===== src/rtl/trg_pkg.sv =====
`timescale 1ns/1ps
package trg_pkg;
    // Position of a measured gap relative to the programmed window
    typedef enum logic [1:0] {
        GAP_SHORT  = 2'd0,
        GAP_WINDOW = 2'd1,
        GAP_LONG   = 2'd2
    } gap_class_e;
endpackage


===== src/rtl/trg_gap_meter.sv =====
`timescale 1ns/1ps
module trg_gap_meter #(
    parameter int PW = 16
) (
    input  logic          clk,
    input  logic          rst_n,
    input  logic          restart_i,
    output logic [PW-1:0] gap_o
);
    localparam logic [PW-1:0] GAP_TOP = '1;
    localparam logic [PW-1:0] GAP_ONE = {{(PW-1){1'b0}}, 1'b1};

    typedef struct packed {
        logic [PW-1:0] gap;
    } meter_st_t;

    meter_st_t st_d, st_q;

    always_comb begin
        st_d = st_q;
        if (restart_i) begin
            st_d.gap = GAP_ONE;
        end else if (st_q.gap != GAP_TOP) begin
            st_d.gap = st_q.gap + GAP_ONE;
        end
    end

    // Reset to the top value: the first trigger sees an over-long gap
    always_ff @(posedge clk or negedge rst_n) begin
        if (!rst_n) st_q <= '{gap: GAP_TOP};
        else        st_q <= st_d;
    end

    assign gap_o = st_q.gap;

    assert_gap_hold_R2: assert property (@(posedge clk) disable iff (!rst_n)
        (st_q.gap == GAP_TOP && !restart_i) |=> (st_q.gap == GAP_TOP));

    assert_gap_restart_R2: assert property (@(posedge clk) disable iff (!rst_n)
        restart_i |=> (st_q.gap == GAP_ONE));
endmodule


===== src/rtl/trg_cadence_tracker.sv =====
`timescale 1ns/1ps
module trg_cadence_tracker
    import trg_pkg::*;
#(
    parameter int PW = 16,
    parameter int MW = 8
) (
    input  logic          clk,
    input  logic          rst_n,
    input  logic          trig_i,
    input  logic [PW-1:0] gap_i,
    input  logic [PW-1:0] tol_i,
    input  logic [PW-1:0] min_i,
    input  logic [PW-1:0] max_i,
    input  logic [MW-1:0] limit_i,
    output logic          accept_o,
    output logic          veto_o
);
    localparam logic [MW-1:0] HITS_TOP = '1;
    localparam logic [MW-1:0] HITS_ONE = {{(MW-1){1'b0}}, 1'b1};

    typedef struct packed {
        logic [PW-1:0] ref_gap;
        logic          ref_ok;
        logic [MW-1:0] hits;
        logic          veto;
    } track_st_t;

    track_st_t     st_d, st_q;
    gap_class_e    cls;
    logic [PW-1:0] delta;
    logic          near;
    logic [MW-1:0] hits_bump;

    always_comb begin
        if (gap_i > max_i)      cls = GAP_LONG;
        else if (gap_i < min_i) cls = GAP_SHORT;
        else                    cls = GAP_WINDOW;

        delta     = (gap_i >= st_q.ref_gap) ? (gap_i - st_q.ref_gap)
                                            : (st_q.ref_gap - gap_i);
        near      = st_q.ref_ok && (delta <= tol_i);
        hits_bump = (st_q.hits == HITS_TOP) ? st_q.hits : (st_q.hits + HITS_ONE);
        accept_o  = trig_i && (cls != GAP_SHORT);

        st_d = st_q;
        if (cls == GAP_LONG) begin
            // Slow stream or idle timeout: forget all history
            st_d.ref_ok = 1'b0;
            st_d.hits   = '0;
            st_d.veto   = 1'b0;
        end else if (trig_i && cls == GAP_WINDOW) begin
            st_d.ref_gap = gap_i;
            st_d.ref_ok  = 1'b1;
            if (near) begin
                st_d.hits = hits_bump;
                if (hits_bump >= limit_i) st_d.veto = 1'b1;
            end else begin
                st_d.hits = '0;
                st_d.veto = 1'b0;
            end
        end
    end

    always_ff @(posedge clk or negedge rst_n) begin
        if (!rst_n) st_q <= '0;
        else        st_q <= st_d;
    end

    assign veto_o = st_q.veto;

    assert_veto_rise_R4: assert property (@(posedge clk) disable iff (!rst_n)
        $rose(st_q.veto) |-> $past(trig_i && near && cls == GAP_WINDOW));

    // Covers R10 as well: release needs a mismatch or an expired gap
    assert_veto_release_R9: assert property (@(posedge clk) disable iff (!rst_n)
        $fell(st_q.veto) |-> $past(cls == GAP_LONG || (trig_i && !near)));

    assert_short_keep_R6: assert property (@(posedge clk) disable iff (!rst_n)
        (trig_i && cls == GAP_SHORT) |=> ($stable(st_q.hits) && $stable(st_q.ref_gap)));

    assert_long_clear_R5: assert property (@(posedge clk) disable iff (!rst_n)
        (cls == GAP_LONG) |=> (st_q.hits == '0 && !st_q.veto && !st_q.ref_ok));
endmodule


===== src/rtl/trg_veto_stat.sv =====
`timescale 1ns/1ps
module trg_veto_stat #(
    parameter int SW = 32
) (
    input  logic          clk,
    input  logic          rst_n,
    input  logic          veto_i,
    input  logic          clear_i,
    output logic [SW-1:0] cycles_o
);
    localparam logic [SW-1:0] CYC_TOP = '1;
    localparam logic [SW-1:0] CYC_ONE = {{(SW-1){1'b0}}, 1'b1};

    typedef struct packed {
        logic [SW-1:0] cycles;
    } stat_st_t;

    stat_st_t st_d, st_q;

    always_comb begin
        st_d = st_q;
        if (clear_i) begin
            st_d.cycles = '0;
        end else if (veto_i && st_q.cycles != CYC_TOP) begin
            st_d.cycles = st_q.cycles + CYC_ONE;
        end
    end

    always_ff @(posedge clk or negedge rst_n) begin
        if (!rst_n) st_q <= '0;
        else        st_q <= st_d;
    end

    assign cycles_o = st_q.cycles;

    assert_stat_step_R11: assert property (@(posedge clk) disable iff (!rst_n)
        (!clear_i && veto_i && st_q.cycles != CYC_TOP) |=> (st_q.cycles == $past(st_q.cycles) + CYC_ONE));

    assert_stat_clear_R11: assert property (@(posedge clk) disable iff (!rst_n)
        clear_i |=> (st_q.cycles == '0));

    assert_stat_idle_R11: assert property (@(posedge clk) disable iff (!rst_n)
        (!clear_i && !veto_i) |=> $stable(st_q.cycles));
endmodule


===== src/rtl/trig_resonance_guard.sv =====
`timescale 1ns/1ps
module trig_resonance_guard #(
    parameter int PW = 16,
    parameter int MW = 8,
    parameter int SW = 32
) (
    input  logic          clk,
    input  logic          rst_n,
    input  logic          trig_in,
    input  logic          mode_standalone,
    input  logic [PW-1:0] match_tol,
    input  logic [PW-1:0] period_min,
    input  logic [PW-1:0] period_max,
    input  logic [MW-1:0] match_limit,
    input  logic          stat_clear,
    output logic          trig_out,
    output logic          busy_out,
    output logic          veto_active,
    output logic [SW-1:0] veto_cycles
);
    logic [PW-1:0] gap;
    logic          accept;
    logic          veto;

    trg_gap_meter #(.PW(PW)) u_meter (
        .clk       (clk),
        .rst_n     (rst_n),
        .restart_i (accept),
        .gap_o     (gap)
    );

    trg_cadence_tracker #(.PW(PW), .MW(MW)) u_tracker (
        .clk      (clk),
        .rst_n    (rst_n),
        .trig_i   (trig_in),
        .gap_i    (gap),
        .tol_i    (match_tol),
        .min_i    (period_min),
        .max_i    (period_max),
        .limit_i  (match_limit),
        .accept_o (accept),
        .veto_o   (veto)
    );

    trg_veto_stat #(.SW(SW)) u_stat (
        .clk      (clk),
        .rst_n    (rst_n),
        .veto_i   (veto),
        .clear_i  (stat_clear),
        .cycles_o (veto_cycles)
    );

    always_comb begin
        trig_out    = trig_in && !(mode_standalone && veto);
        busy_out    = !mode_standalone && veto;
        veto_active = veto;
    end

    assert_standalone_block_R7: assert property (@(posedge clk) disable iff (!rst_n)
        (mode_standalone && veto) |-> (!trig_out && !busy_out));

    assert_run_pass_R8: assert property (@(posedge clk) disable iff (!rst_n)
        (!mode_standalone && trig_in) |-> trig_out);
endmodule


===== config.mk =====
export PLATFORM = sky130hd
export DESIGN_NAME = trig_resonance_guard
export DESIGN_NICKNAME = d
export VERILOG_FILES = /design/src/rtl/trg_pkg.sv /design/src/rtl/trg_gap_meter.sv /design/src/rtl/trg_cadence_tracker.sv /design/src/rtl/trg_veto_stat.sv /design/src/rtl/trig_resonance_guard.sv
export SDC_FILE = /design/constraint.sdc
export NUM_CORES = 1
export LEC_CHECK = 0
export ABC_AREA = 1
export ABC_CLOCK_PERIOD_IN_PS = 4100
export BUFFER_PORTS_ARGS = -buffer_cell sky130_fd_sc_hd__buf_2
export CAP_MARGIN = 20
export CORE_ASPECT_RATIO = 0.6
export CORE_MARGIN = 2
export CORE_UTILIZATION = 40
export CTS_CLUSTER_SIZE = 12
export DETAILED_ROUTE_END_ITERATION = 16
export PLACE_DENSITY = 0.57
export SLEW_MARGIN = 20
export SYNTH_ARGS = -nofsm -noshare
export SYNTH_HDL_FRONTEND = slang
export SYNTH_SLANG_ARGS = --single-unit
export TNS_END_PERCENT = 30

===== constraint.sdc =====
create_clock -name clk -period 4.1 [get_ports clk]
set_input_delay 0.41 -clock clk [delete_from_list [all_inputs] [get_ports clk]]
set_output_delay 0.41 -clock clk [all_outputs]
set_load 0.01 [all_outputs]

; Yosys cells after proc, flatten, opt, wreduce, memory -nomap -nowiden
; Cells that the tools add are included.
[totals]
regBits = 74
inputBits = 61
output_inout_bits = 35
elab_cells = 50
[classes]
muxes = 12
add_sub_neg = 5
eq_ne = 6
reduce_logical = 15
magnitude_cmp = 5
bitwise_logic = 1
[op_table]
columns = cell, count
row1 = 32-bit 2-to-1 mux, 2
row2 = 16-bit 2-to-1 mux, 3
row3 = 32-bit by 1-bit adder with 32-bit output (second input constant), 1
row4 = 32-bit != test (second input constant), 1
row5 = 16-bit subtractor, 2
row6 = 10-bit 2-to-1 mux, 2
row7 = 16-bit by 1-bit adder with 16-bit output (second input constant), 1
row8 = 16-bit >= comparator, 1
row9 = 16-bit > comparator, 1
row10 = 16-bit <= comparator, 1
row11 = 16-bit less-than comparator, 1
row12 = 16-bit != test (second input constant), 1
row13 = 9-bit 2-to-1 mux, 1
row14 = 8-bit by 1-bit adder with 8-bit output (second input constant), 1
row15 = 8-bit equality test (second input constant), 1
row16 = 8-bit >= comparator, 1
row17 = 8-bit 2-to-1 mux, 1
row18 = 2-bit nonzero test, 4
row19 = 1-bit logical AND, 7
row20 = 2-bit AND reduction, 2
row21 = 3-bit != test (second input constant), 1
row22 = 2-bit by 1-bit equality test with 1-bit output (second input constant), 1
row23 = 2-bit equality test (second input constant), 1
row24 = 1-bit logical NOT, 2
row25 = 3 further kinds, 4

; Logic depth before layout (Yosys ltp)
; Gate-level depths: netlist (run 1).
[depth]
ltp_word = 7
depth_mapped = 30
ltp_nobuf = 28

; Cells and area by module
; Synthesis (run 1) repeated with hierarchy kept, for this count alone.
[hier_totals]
cells_unflattened = 1219
hier_area_um2 = 7975.1
[modules_own_cells]
columns = module, cells_per_inst, instances, area_per_inst_um2, seq_area_each_um2
row1 = trg_cadence_tracker, 737, 1, 4712.0, 650.6
row2 = trg_veto_stat, 345, 1, 2243.4, 800.8
row3 = trg_gap_meter, 133, 1, 1003.5, 420.4
row4 = trig_resonance_guard, 4, 1, 16.3, 0.0

; Worst setup path after synthesis (run 1)
; OpenSTA, ideal clock, no wires.
[synth_path]
path_kind = register to register
startpoint = reg u_meter.st_q (netlist bit u_meter.gap_o[5])
endpoint = reg u_tracker.st_q (netlist bit u_tracker.veto_o)
arrival_time_ps = 3265
required_ps = 4034
n_path_buf = 2
stages_incl_launch_ff = 25
setup_time_ps = 66
period_less_slack_ps = 3330
path_slack_ps = 770
cell_sequence = dfstp_2 -> inv_1 -> ha_1 -> buf_6 -> a21oi_2 -> nor2_1 -> nor2_1 -> nand2_1 -> o21ai_2 -> nand4_4 -> inv_4 -> buf_6 -> nand2_1 -> nand2_1 -> inv_1 -> ha_1 -> a21oi_1 -> o21ai_0 -> a21oi_1 -> nand2_1 -> nand2_1 -> nand2_1 -> nor2_2 -> nand3_1 -> nand2_1
[synth_via]
elab_chain_len = 7
word_cells_on_any_way = 19
cone_classes = 2 x add/sub / 4 x order compare / 3 x eq/ne / 6 x mux / 4 x reduce/logical
[synth_rtl]
columns = element, line_no
row1 = from (decl), trg_gap_meter.sv:17  ; meter_st_t st_d, st_q;
row2 = from (signal assigned), trg_gap_meter.sv:30  ; if (!rst_n) st_q <= '{gap: GAP_TOP};
row3 = from (signal assigned), trg_gap_meter.sv:31  ; else st_q <= st_d;
row4 = "16-bit subtractor, or another cell as far along", trg_cadence_tracker.sv:41  ; : (st_q.ref_gap - gap_i);
row5 = 16-bit 2-to-1 mux / 1-bit 2-to-1 mux (equally long branches), "trg_cadence_tracker.sv:40, trg_cadence_tracker.sv:37"
row6 = 16-bit <= comparator / 2-bit 2-to-1 mux (equally long branches), "trg_cadence_tracker.sv:42, trg_cadence_tracker.sv:36"
row7 = 1-bit logical AND / 2-bit by 1-bit equality test with 1-bit output (equally long branches), "trg_cadence_tracker.sv:42, trg_cadence_tracker.sv:52"
row8 = 9-bit 2-to-1 mux / 1-bit logical AND (equally long branches), "trg_cadence_tracker.sv:55, trg_cadence_tracker.sv:52"
row9 = 10-bit 2-to-1 mux / 2-bit nonzero test (equally long branches), -
row10 = 10-bit 2-to-1 mux / 2-bit AND reduction (equally long branches), -
row11 = to (signal assigned), trg_cadence_tracker.sv:67  ; else st_q <= st_d;
row12 = to (decl), trg_cadence_tracker.sv:29  ; track_st_t st_d, st_q;
; Parallel ways exist; a longest one is shown, timed or not. The select of a mux whose other input is x is not followed.
; A chain may end at the register's enable or synchronous reset.

; Final worst setup path (run 1)
[layout_path]
startpoint = reg u_meter.st_q (netlist bit u_meter.gap_o[0])
endpoint = reg u_tracker.st_q[3] (netlist name)
[layout_via]
elab_chain_len = 7
word_cells_on_any_way = 17
cone_classes = 2 x add/sub / 4 x order compare / 2 x eq/ne / 6 x mux / 3 x reduce/logical
[layout_rtl]
columns = element, line_no
row1 = "16-bit subtractor, or another cell as far along", trg_cadence_tracker.sv:41
row2 = 16-bit 2-to-1 mux, trg_cadence_tracker.sv:40  ; delta = (gap_i >= st_q.ref_gap) ? (gap_i - st_q.ref_gap)
row3 = 16-bit <= comparator, trg_cadence_tracker.sv:42  ; near = st_q.ref_ok && (delta <= tol_i);
row4 = 1-bit logical AND, trg_cadence_tracker.sv:42
row5 = 9-bit 2-to-1 mux, trg_cadence_tracker.sv:55  ; if (near) begin
row6 = 10-bit 2-to-1 mux, trg_cadence_tracker.sv:52  ; end else if (trig_i && cls == GAP_WINDOW) begin
row7 = 10-bit 2-to-1 mux, trg_cadence_tracker.sv:47  ; if (cls == GAP_LONG) begin
; Parallel ways exist; a longest one is shown, timed or not. The select of a mux whose other input is x is not followed.

==> impl_results.md, run 1 <==
* # rows at 38
* Layout area overhead at 15.29%
* Num CTS Buffers at 9
* Final wirelength at 21.92 mm
* Reg clk slew, reported paths at 0.07 ns
* Tmin final at 3.778 ns
* Fin util at 47.72%
* Share of layout cells above drive strength 1 at 15.91%
* Vias in the first global route at 6,662
* Routability cong. at 0.9584
* Lkg Pwr at 4.611 nW
* Clk_skew at 0.01042 ns
* CTS Root Cell: clkbuf_16
* Sequential fraction of the synthesis area at 24.70%
* Critical Path RT at 4.39 ns
* Post-Syn Area at 7577 µm²
* H-tree depth at 3
* Starting density of the core at 41.39%
* Drt wl/cell at 14.89 µm
* Die Ht at 110.6 µm
* Peak supply drop at 0.2383 mV
* Fmax at 0.2647 GHz
* Initial DRC count at 742
* CTS tree: built
* PwrDens at 658.5 nW/µm²
* DP HPWL at 17.91 mm
* Post-synth top flop: dfrtp_1
* Die ar. at 20,100 µm²
* I/O Buffers at 95
* CTS Sinks at 74
* Crit Path Max Fanout at 8
* EDFF count, synth at 0
* Yosys reg bits at 74
* Cell total after placement at 1,450
* Period utilisation layout at 92.15%
* Drt first pass iters at 5
* Startpoint types: register
* Unrepaired setup endpoints after global routing: yes
* Final hold vios at 0
* GRT Residual Overflow at 0
* Post-Place Setup Slack at 0.09245 ns
* Antenna violations before repair at 0
* Status: complete, no violations
* Final worst slack at 0.3217 ns
* Inserted Diodes at 0
* Synthesized instance count at 1,115
* Setup crit end kind: register
* Rel. slew slack at 56.58%
* Die X at 181.7 µm
* Residual DRC at 0
* Hold_buf cts at 0
* Max-Cap Viols at 0
* Pin count of the biggest net entering global routing at 40
* CP arrival at 4.06 ns
* Avg Inst Size Synth at 6.796 µm²
* First-pass GRT wire length at 35.78 mm
* Critical path class: register to register
* Total Power at 0.005752 W
* Core Area at 18,310 µm²
* Number of cells in the finished layout apart from fillers at 1,472
* Count of cell types in the netlist at 48
* Yosys warns at 0
* Setup violations, final at 0
* Number of routed nets with antenna violations at 0
* Vias per cell at 4.947
* Hold slack at 0.03301 ns
* Vias at 7,282
* Gr usage total at 22.44%
* Ys async rst share at 100.0%
* Clk Latency, worst-skew pair at 0.35 ns
* Ports at 96
* Worst min path class: input port to asynchronous set/reset pin
* Worst-margin pin slew at 0.6473 ns
* Syn nets at 1,267
* Nets@finish at 1,379
* Pins Over Slew Limit at 0
* Clock Tree Buf Depth at 2
-- logic make-up (layout without fill, tap and decap cells) --
logic type / Yosys count / in the layout / synth area share [%]
buffers and inverters: 213 / 329 / 11.44
xor gates and xnor gates: 48 / 48 / 5.548
adders and majority gates: 91 / 91 / 15.22
and+or+nand+nor: 529 / 530 / 31.03
DFF: 74 / 74 / 24.70
AOI/OAI and AO/OA: 160 / 160 / 12.05
-- final timing paths --
kind | startpoint | end | slack (ns) | cells after the start
worst min-delay path | rst_n | u_tracker.st_q[11] | 0.03 | 1
worst max-delay path | u_meter.gap_o[0] | u_tracker.st_q[3] | 0.32 | 22
worst max register to register | u_meter.gap_o[0] | u_tracker.st_q[3] | 0.32 | 22
max in group asynchronous | rst_n | u_meter.gap_o[10] | 3.15 | 2
worst min register to register | u_stat.cycles_o[16] | u_stat.cycles_o[16] | 0.53 | 2
min in group clk | trig_in | u_meter.gap_o[14] | 0.50 | 4
-- synthesized netlist by cell type (2+ instances only) --
cell	instances	area, µm²
nand2_1	285	1070
inv_1	187	701.9
ha_1	89	1114
nor2_1	85	319.1
nand3_1	65	325.3
dfrtp_1	58	1451
a21oi_1	53	265.3
o21ai_0	51	255.2
xor2_1	41	359.1
nor3_1	37	185.2
nand4_1	21	131.4
dfstp_2	16	420.4
o21ai_1	14	70.07
o31ai_1	12	90.09
o21bai_1	9	67.56
nand2_2	8	50.05
xnor2_1	7	61.31
buf_4	6	45.04
a21boi_0	5	37.54
buf_6	5	56.30
inv_2	5	18.77
nor3_2	5	50.05
a21o_1	4	30.03
a21oi_2	4	35.03
clkbuf_1	4	15.01
buf_2	3	15.01
nand2_4	3	33.78
nand3b_1	3	22.52
nor4_1	3	18.77
o21ai_2	3	26.28
fa_1	2	40.04
nor2_2	2	12.51
nor2_4	2	22.52
nor3_4	2	32.53
nor3b_1	2	15.01
o22ai_1	2	12.51
-- metrics by stage --
stage / cell area, µm² / TNS (ns)
floorplan: 7577 / 0
global placement: 8359 / 0
detailed placement: 8359 / 0
CTS: 8662 / 0
global route: 8736 / -0.004142
finish: 8736 / 0
-- registers in the layout (all words and copies together) (netlist names) --
name	count
u_meter.gap_o	16
u_tracker.st_q	25
u_stat.cycles_o	32
u_tracker.veto_o	1
-- cell usage in the layout (no fill, tap or decap), types with 4 or more instances in the layout --
master	instances
a21o_1	4
a21oi_1	53
a21oi_2	4
buf_2	94
buf_4	24
clkbuf_16	9
dfrtp_1	58
dfstp_2	16
ha_1	88
inv_1	187
inv_2	5
nand2_1	284
nand2_2	9
nand3_1	65
nand4_1	21
nor2_1	85
nor2_4	4
nor3_1	36
nor3_2	6
o21ai_0	51
o21ai_1	14
o21bai_1	7
o31ai_1	12
xnor2_1	7
xor2_1	41
-- report_power, final --
part           switching (W)  internal [W]
sequential         0.0000970      0.000878
combinational        0.00254       0.00142
clock               0.000343      0.000476
-- critical path: stages, from the launching register on --
cell      delay, ns
dfstp_2        0.62
ha_1           0.28
inv_1          0.08
fa_1           0.43
nand2_1        0.10
nand2_1        0.10
nand2_1        0.08
nand2_1        0.08
nand2_1        0.09
o211ai_1       0.09
xor2_1         0.16
nand2_1        0.07
nand2_1        0.07
inv_1          0.04
ha_1           0.26
nand2_1        0.09
nor3_2         0.22
nand3_1        0.14
nand2_1        0.18
nand2_2        0.13
nor2_4         0.20
nand3_1        0.10
nand2_1        0.08
-- layout make-up --
| cell class | count | area, µm² |
|---|---|---|
| multi-input combinational | 829 | 4872 |
| clock inverter | 7 | 77.57 |
| tap | 240 | 300.3 |
| clock buffer | 9 | 225.2 |
| fill | 1882 | 9569 |
| sequential | 74 | 1872 |
| inverter | 195 | 738.2 |
| timing repair buffer | 118 | 650.6 |
-- routing by layer --
metal | GRT usage, % | vias up | share of wire [%] | wire length, µm
met4 | 3.631 | 0 | 0.57 | 124
met2 | 25.70 | 280 | 32 | 7060
met5 | 0 | - | 0 | 0
li1 | - | 3823 | - | -
met3 | 5.673 | 8 | 9.1 | 2000
met1 | 39.15 | 3171 | 58 | 12730
-- timing repair --
action | CTS | global route
setup endpoints to repair | 0 | 9
gates resized for setup | 0 | 10
setup buffers | 0 | 5
No activity file was read; power rests on OpenSTA's default activity.
==> run 2, diff against run 1 <==
--- a/config.mk
+++ b/config.mk
@@ -14,7 +14,7 @@
 export CORE_UTILIZATION = 40
 export CTS_CLUSTER_SIZE = 12
 export DETAILED_ROUTE_END_ITERATION = 16
-export PLACE_DENSITY = 0.57
+export PLACE_DENSITY = 0.62
 export SLEW_MARGIN = 20
 export SYNTH_ARGS = -nofsm -noshare
 export SYNTH_HDL_FRONTEND = slang
==> run 2 against run 1 <==
Net effect: count of clock-buffer cells in the layout is 1 higher; core utilization up 0.075 points; wire length grew 0.16%; hold slack gained 0.16 ns; design area increased by 0.16%; combinational power about the same; maximum frequency about the same; sequential share of layout area is essentially flat; register-to-register slack is essentially flat; largest cell class unchanged; highest routed layer unchanged.
==> impl_results.md, run 2 (synthesis results as in run 1) <==
* Drt first pass iters at 5
* Hold slack at 0.1956 ns
* Layout area overhead at 15.47%
* Setup violations, final at 0
* R2R setup slack at 0.32 ns
* Fmax at 0.2647 GHz
* Share of layout cells above drive strength 1 at 15.93%
* Reg power frac at 16.7%
* Worst min path class: input port to asynchronous set/reset pin
* Core Area at 18,310 µm²
* Status: complete, no violations
* Max-Cap Viols at 0
* Num CTS Buffers at 9
* Most frequent cells in the layout: nand2_1, inv_1, buf_2
* CTS Sinks at 74
* Antenna violations before repair at 0
* Startpoint types: register
* Most common cell after layout, fill and taps aside: nand2_1
* Critical path class: register to register
* H-tree depth at 3
* Drt wl/cell at 14.93 µm
* Crit Reg-Reg Endpoint: u_tracker.st_q[5]
* Number of cells in the finished layout apart from fillers at 1,470
* Reg clk slew, reported paths at 0.06 ns
* Pins Over Slew Limit at 0
* Vias per cell at 5.001
* Setup crit end kind: register
* CTS tree: built
* PwrDens at 665.9 nW/µm²
* Starting density of the core at 41.39%
* Gr usage total at 21.79%
* Clk Latency, worst-skew pair at 0.34 ns
* Combinational share of power at 68.2%
* I/O Buffers at 95
* Rel. slew slack at 34.54%
* Int Power at 0.002841 W
* Initial DRC count at 781
* Vias in the first global route at 6,566
* Crit Path Max Fanout at 12
* Clk pwr share at 15.1%
* Final worst slack at 0.3217 ns
* DP HPWL at 17.58 mm
* Worst Setup SP: u_meter.gap_o[0]
* Peak supply drop at 0.3277 mV
* Tmin final at 3.778 ns
* Cell total after placement at 1,448
* Vias at 7,352
* Routability cong. at 0.9926
* Crit path to: u_tracker.st_q[5]
* Clk_skew at 0.01173 ns
* Pin count of the biggest net entering global routing at 75
* Fin util at 47.80%
* Max FFs per register at 32
* Final hold vios at 0
* First-pass GRT wire length at 35.17 mm
* RR Startpoint: u_meter.gap_o[0]
* CP arrival at 4.05 ns
* Total Power at 0.005827 W
* Reg2reg path depth at 24
* Period utilisation layout at 92.15%
* Ports at 96
* # rows at 38
* Die Ht at 110.6 µm
* Post-Place Setup Slack at 0.1603 ns
* Critical Path RT at 4.37 ns
* Residual DRC at 0
* Sw frac at 51.25%
* CTS Root Cell: clkbuf_16
* Die X at 181.7 µm
* Number of routed nets with antenna violations at 0
* Lkg Pwr at 4.611 nW
* Clock Tree Buf Depth at 2
* Nets@finish at 1,377
* Psw at 0.002986 W
* Worst-margin pin slew at 0.9820 ns
* Hold_buf cts at 0
* Final wirelength at 21.95 mm
* Inserted Diodes at 0
* GRT Residual Overflow at 0
* Die ar. at 20,100 µm²
-- run 2: changes by cell type in the layout (fill, tap and decap cells not counted), sizes merged --
cell | before | now
inv | 195 | 192
clkbuf | 9 | 10
bufinv | 1 | 2
clkinvlp | 3 | 0
buf | 118 | 116
clkinv | 3 | 7
-- run 2: cell type report --
| class | instances | area (µm²) |
|---|---|---|
| repair buffers | 116 | 648.1 |
| multi-input cells | 829 | 4871 |
| flip-flops and latches | 74 | 1872 |
| inverters | 195 | 738.2 |
| clock buffers | 10 | 229.0 |
| well taps | 240 | 300.3 |
| clock inverters | 6 | 91.34 |
| fillers | 1854 | 9555 |
-- run 2: critical path: stages (launching register included) --
cell      delay (ns)
dfstp_2         0.41
inv_2           0.12
ha_1            0.23
inv_1           0.08
fa_2            0.38
nand2_2         0.09
nand2_2         0.08
nand2_1         0.07
nand2_1         0.08
o21ai_2         0.17
nand4_4         0.21
clkinv_4        0.15
buf_4           0.12
nand2_1         0.05
nand2_1         0.07
inv_1           0.04
ha_1            0.29
nand4_1         0.08
nor3_1          0.19
nand3_1         0.18
nand2_2         0.16
nand2_2         0.11
nor2_4          0.18
nand3_1         0.10
nand2_1         0.08
-- run 2: worst min-delay path by stage --
stage                     endpoint  slack [ns]           startpoint
5_1_grt        u_stat.cycles_o[13]        0.31                rst_n
2_1_floorplan   u_stat.cycles_o[0]        0.11                rst_n
6_report       u_stat.cycles_o[25]        0.20                rst_n
3_3_place_gp   u_stat.cycles_o[17]        0.52  u_stat.cycles_o[17]
3_5_place_dp   u_stat.cycles_o[17]        0.53  u_stat.cycles_o[17]
4_1_cts        u_stat.cycles_o[23]        0.26                rst_n
-- run 2: metrics by stage --
stage          area [µm²]  setup TNS, ns
6_report             8750              0
5_1_grt              8750       -0.02539
4_1_cts              8665              0
3_5_place_dp         8344              0
3_3_place_gp         8344              0
2_1_floorplan        7577              0
-- run 2: repair_timing --
action | in CTS | in global routing
resized for setup | 0 | 13
setup buffers | 0 | 5
endpoints found under the setup margin | 0 | 9
endpoints found under the hold margin | 0 | 0
-- run 2: power groups by stage --
stage	clock, W	combinational, W	sequential (W)
2_1_floorplan	0	0.00282	0.000999
3_3_place_gp	0	0.00376	0.000983
3_5_place_dp	0	0.00377	0.000986
4_1_cts	0.000893	0.00379	0.000974
5_1_grt	0.000915	0.00450	0.000992
6_report	0.000877	0.00397	0.000975
-- run 2: per-layer routing --
metal  global-route usage (%)  vias to the layer above  part of all wire [%]
met5                        0                        -                     0
met4                    2.981                        0                  0.46
met3                    5.475                        7                   9.1
met2                    26.05                      289                    34
met1                    37.35                     3228                    56
li1                         -                     3828                     -
==> run 3, diff against run 2 <==
--- a/config.mk
+++ b/config.mk
@@ -14,9 +14,10 @@
 export CORE_UTILIZATION = 40
 export CTS_CLUSTER_SIZE = 12
 export DETAILED_ROUTE_END_ITERATION = 16
-export PLACE_DENSITY = 0.62
+export PLACE_DENSITY = 0.61
 export SLEW_MARGIN = 20
 export SYNTH_ARGS = -nofsm -noshare
 export SYNTH_HDL_FRONTEND = slang
+export SYNTH_HIERARCHICAL = 1
 export SYNTH_SLANG_ARGS = --single-unit
 export TNS_END_PERCENT = 30
==> run 3 against run 2 <==
Net effect: global-route usage increased by 1.1 points; power decreased by 43%; clock power up 12%; non-clock buffer count fell by 7; largest cell class unchanged; die area is 5.1% higher; via count up 7.4%; first-iteration DRC count is 4.9% lower; count of clock-buffer cells in the layout rose by 1; register-to-register slack hardly changed; the flow now finishes with violations (negative hold slack).
==> impl_results.md, run 3 <==
* I/O Buffers at 95
* Inserted Diodes at 0
* Lkg Pwr at 5.046 nW
* Clk pwr share at 29.4%
* Max-Cap Viols at 0
* Status: complete, but fails checks
* Number of cells in the finished layout apart from fillers at 1,593
* Crit Path Max Fanout at 14
* Routability cong. at 0.9714
* Final worst slack at 0.3263 ns
* Psw at 0.001374 W
* Reg power frac at 24.8%
* R2R setup slack at 0.33 ns
* Ports at 96
* Worst min path class: input port to asynchronous set/reset pin
* Num CTS Buffers at 9
* Most common cell after layout, fill and taps aside: nand2_1
* Combinational share of power at 45.8%
* PwrDens at 366.4 nW/µm²
* Met2 GRT Util at 28.75%
* Reg2reg path depth at 27
* RR Startpoint: u_meter/gap_o[0]
* Startpoint types: register
* Avg Inst Size Synth at 6.542 µm²
* Synth top area cells: dfrtp_1, nand2_1, ha_1
* Vias at 7,893
* Hold slack at -0.002993 ns
* Residual DRC at 0
* Rel. slew slack at 57.14%
* Yosys warns at 6
* Count of cell types in the netlist at 46
* Clk_skew at 0.006410 ns
* Clk Latency, worst-skew pair at 0.35 ns
* Antenna violations before repair at 0
* Failing checks: negative hold slack
* CTS Root Cell: clkbuf_16
* Tmin final at 3.774 ns
* Most numerous cell in the Yosys netlist: nand2_1
* CTS tree: built
* Cell total after placement at 1,576
* Die X at 186.3 µm
* Setup crit end kind: register
* H-tree depth at 3
* Post-Syn Area at 7975 µm²
* Layout area overhead at 14.48%
* Syn nets at 1,371
* Ys async rst share at 100.0%
* Period utilisation layout at 92.04%
* First-pass GRT wire length at 37.72 mm
* Sequential fraction of the synthesis area at 23.47%
* Final wirelength at 23.33 mm
* Initial DRC count at 743
* Max FFs per register at 32
* # rows at 39
* Vias in the first global route at 7,133
* Commonest cells in the netlist: nand2_1, inv_1, nor2_1
* Clock Tree Buf Depth at 2
* Peak supply drop at 0.2251 mV
* Setup violations, final at 0
* Drt first pass iters at 8
* Crit Reg-Reg Endpoint: u_tracker/veto_o
* Nets@finish at 1,474
* Fin Setup TNS at 0 ns
* Most frequent cells in the layout: nand2_1, inv_1, nor2_1
* Worst-margin pin slew at 0.6422 ns
* Int Power at 0.001972 W
* DP HPWL at 18.35 mm
* Starting density of the core at 41.38%
* Synth top area share at 18.20%
* Drt wl/cell at 14.65 µm
* Critical path class: register to register
* Placed inst area at 8741 µm²
* Most Used Layer, Global Route: met1
* Hold_buf cts at 0
* Core Area at 19,270 µm²
* Fmax at 0.2650 GHz
* Unrepaired setup endpoints after global routing: no
* Yosys reg bits at 74
* GRT Residual Overflow at 0
* Post-synth top flop: dfrtp_1
* Global Route met1 Usage at 37.42%
* CTS Sinks at 74
* CP arrival at 4.07 ns
* Sw frac at 41.06%
* Gr usage total at 22.91%
* Die ar. at 21,120 µm²
* Pin count of the biggest net entering global routing at 44
* Synthesized instance count at 1,219
* Pins Over Slew Limit at 0
* Share of layout cells above drive strength 1 at 16.80%
* Postcts setup bufs at 0
* Reg clk slew, reported paths at 0.06 ns
* GRT met3 Usage at 6.513%
* Critical Path RT at 4.39 ns
* Design area at 9130 µm²
* Post-Place Setup Slack at 0.1800 ns
* Number of routed nets with antenna violations at 0
* Vias per cell at 4.955
* Post_cts resized at 0
* Total Power at 0.003345 W
* EDFF count, synth at 0
* Cell accounting for the most synthesized area: dfrtp_1
* Die Ht at 113.4 µm
* Final hold vios at 2
## run 3: cell count changes in the layout (fill, tap and decap cells not counted), moves of 13 or more
cell	change
nor2_1	+27
nor3_1	-30
nand2_1	+72
nand2_2	+13
nand3_1	+32
inv_1	+17
o21ai_0	-14
## run 3: worst max path at each step
stage / start / end
3_5_place_dp: u_meter/gap_o[0] / u_tracker/st_q[2]
5_1_grt: u_meter/gap_o[0] / u_tracker/st_q[8]
3_3_place_gp: u_meter/gap_o[0] / u_tracker/veto_o
4_1_cts: u_meter/gap_o[0] / u_tracker/veto_o
6_report: u_meter/gap_o[0] / u_tracker/veto_o
2_1_floorplan: u_meter/gap_o[3] / u_tracker/veto_o
## run 3: logic make-up after synthesis
group / after synthesis / share of synthesized area [%]
AO/OA/AOI/OAI: 131 / 9.115
XOR/XNOR: 38 / 4.173
adder cells (fa/ha/maj): 91 / 14.47
buffers and inverters: 235 / 12.17
flip-flops: 74 / 23.47
AND/OR/NAND/NOR: 650 / 36.60
## run 3: power groups by stage
stage                     Combinational, W  Clock, W  Sequential (W)
after floorplan                    0.00108         0        0.000867
after global placement             0.00150         0        0.000840
after detailed placement           0.00150         0        0.000842
after CTS                          0.00151   0.00101        0.000828
after global routing               0.00173   0.00103        0.000836
final                              0.00153  0.000985        0.000829
## run 3: per-stage QoR
step | hold WS [ns] | util (%)
6_report | -0.002993 | 47.37
3_5_place_dp | 0.3893 | 45.35
2_1_floorplan | 0.1144 | -
5_1_grt | 0.02948 | 47.37
4_1_cts | 0.01770 | 47.22
3_3_place_gp | 0.3834 | 45.35
## run 3: worst max-delay path, cell delays in order (launching register included)
cell and delay (ns):
dfstp_2 0.40, inv_1 0.17, ha_2 0.24, inv_1 0.10
fa_1 0.45, nand2_2 0.12, nand2_4 0.08, nand2_2 0.07
nand2_2 0.07, o21ai_2 0.12, inv_2 0.10, nor2_8 0.22
inv_6 0.11, nand2_2 0.07, nand2_1 0.05, inv_1 0.05
ha_1 0.23, a21oi_1 0.19, nor2_1 0.06, nor2_1 0.09
nand2_1 0.06, nand2_1 0.06, nand2_1 0.05, nand2_1 0.11
nand2_2 0.14, nor2_4 0.15, nand3_1 0.09, nand2_1 0.07
## run 3: cell type report
class / count / area (µm²)
sequential: 74 / 1872
tap: 266 / 332.8
clock inverter: 5 / 107.6
inverter: 217 / 820.8
clock buffer: 11 / 252.7
multi-input combinational: 911 / 5161
timing repair buffer: 109 / 583.1
fill: 2020 / 10140
## run 3: per-layer routing
| layer | part of all wire, % | vias up |
|---|---|---|
| li1 | - | 4032 |
| met1 | 54 | 3542 |
| met2 | 35 | 292 |
| met3 | 9.9 | 27 |
| met4 | 1.1 | 0 |
| met5 | 0 | - |
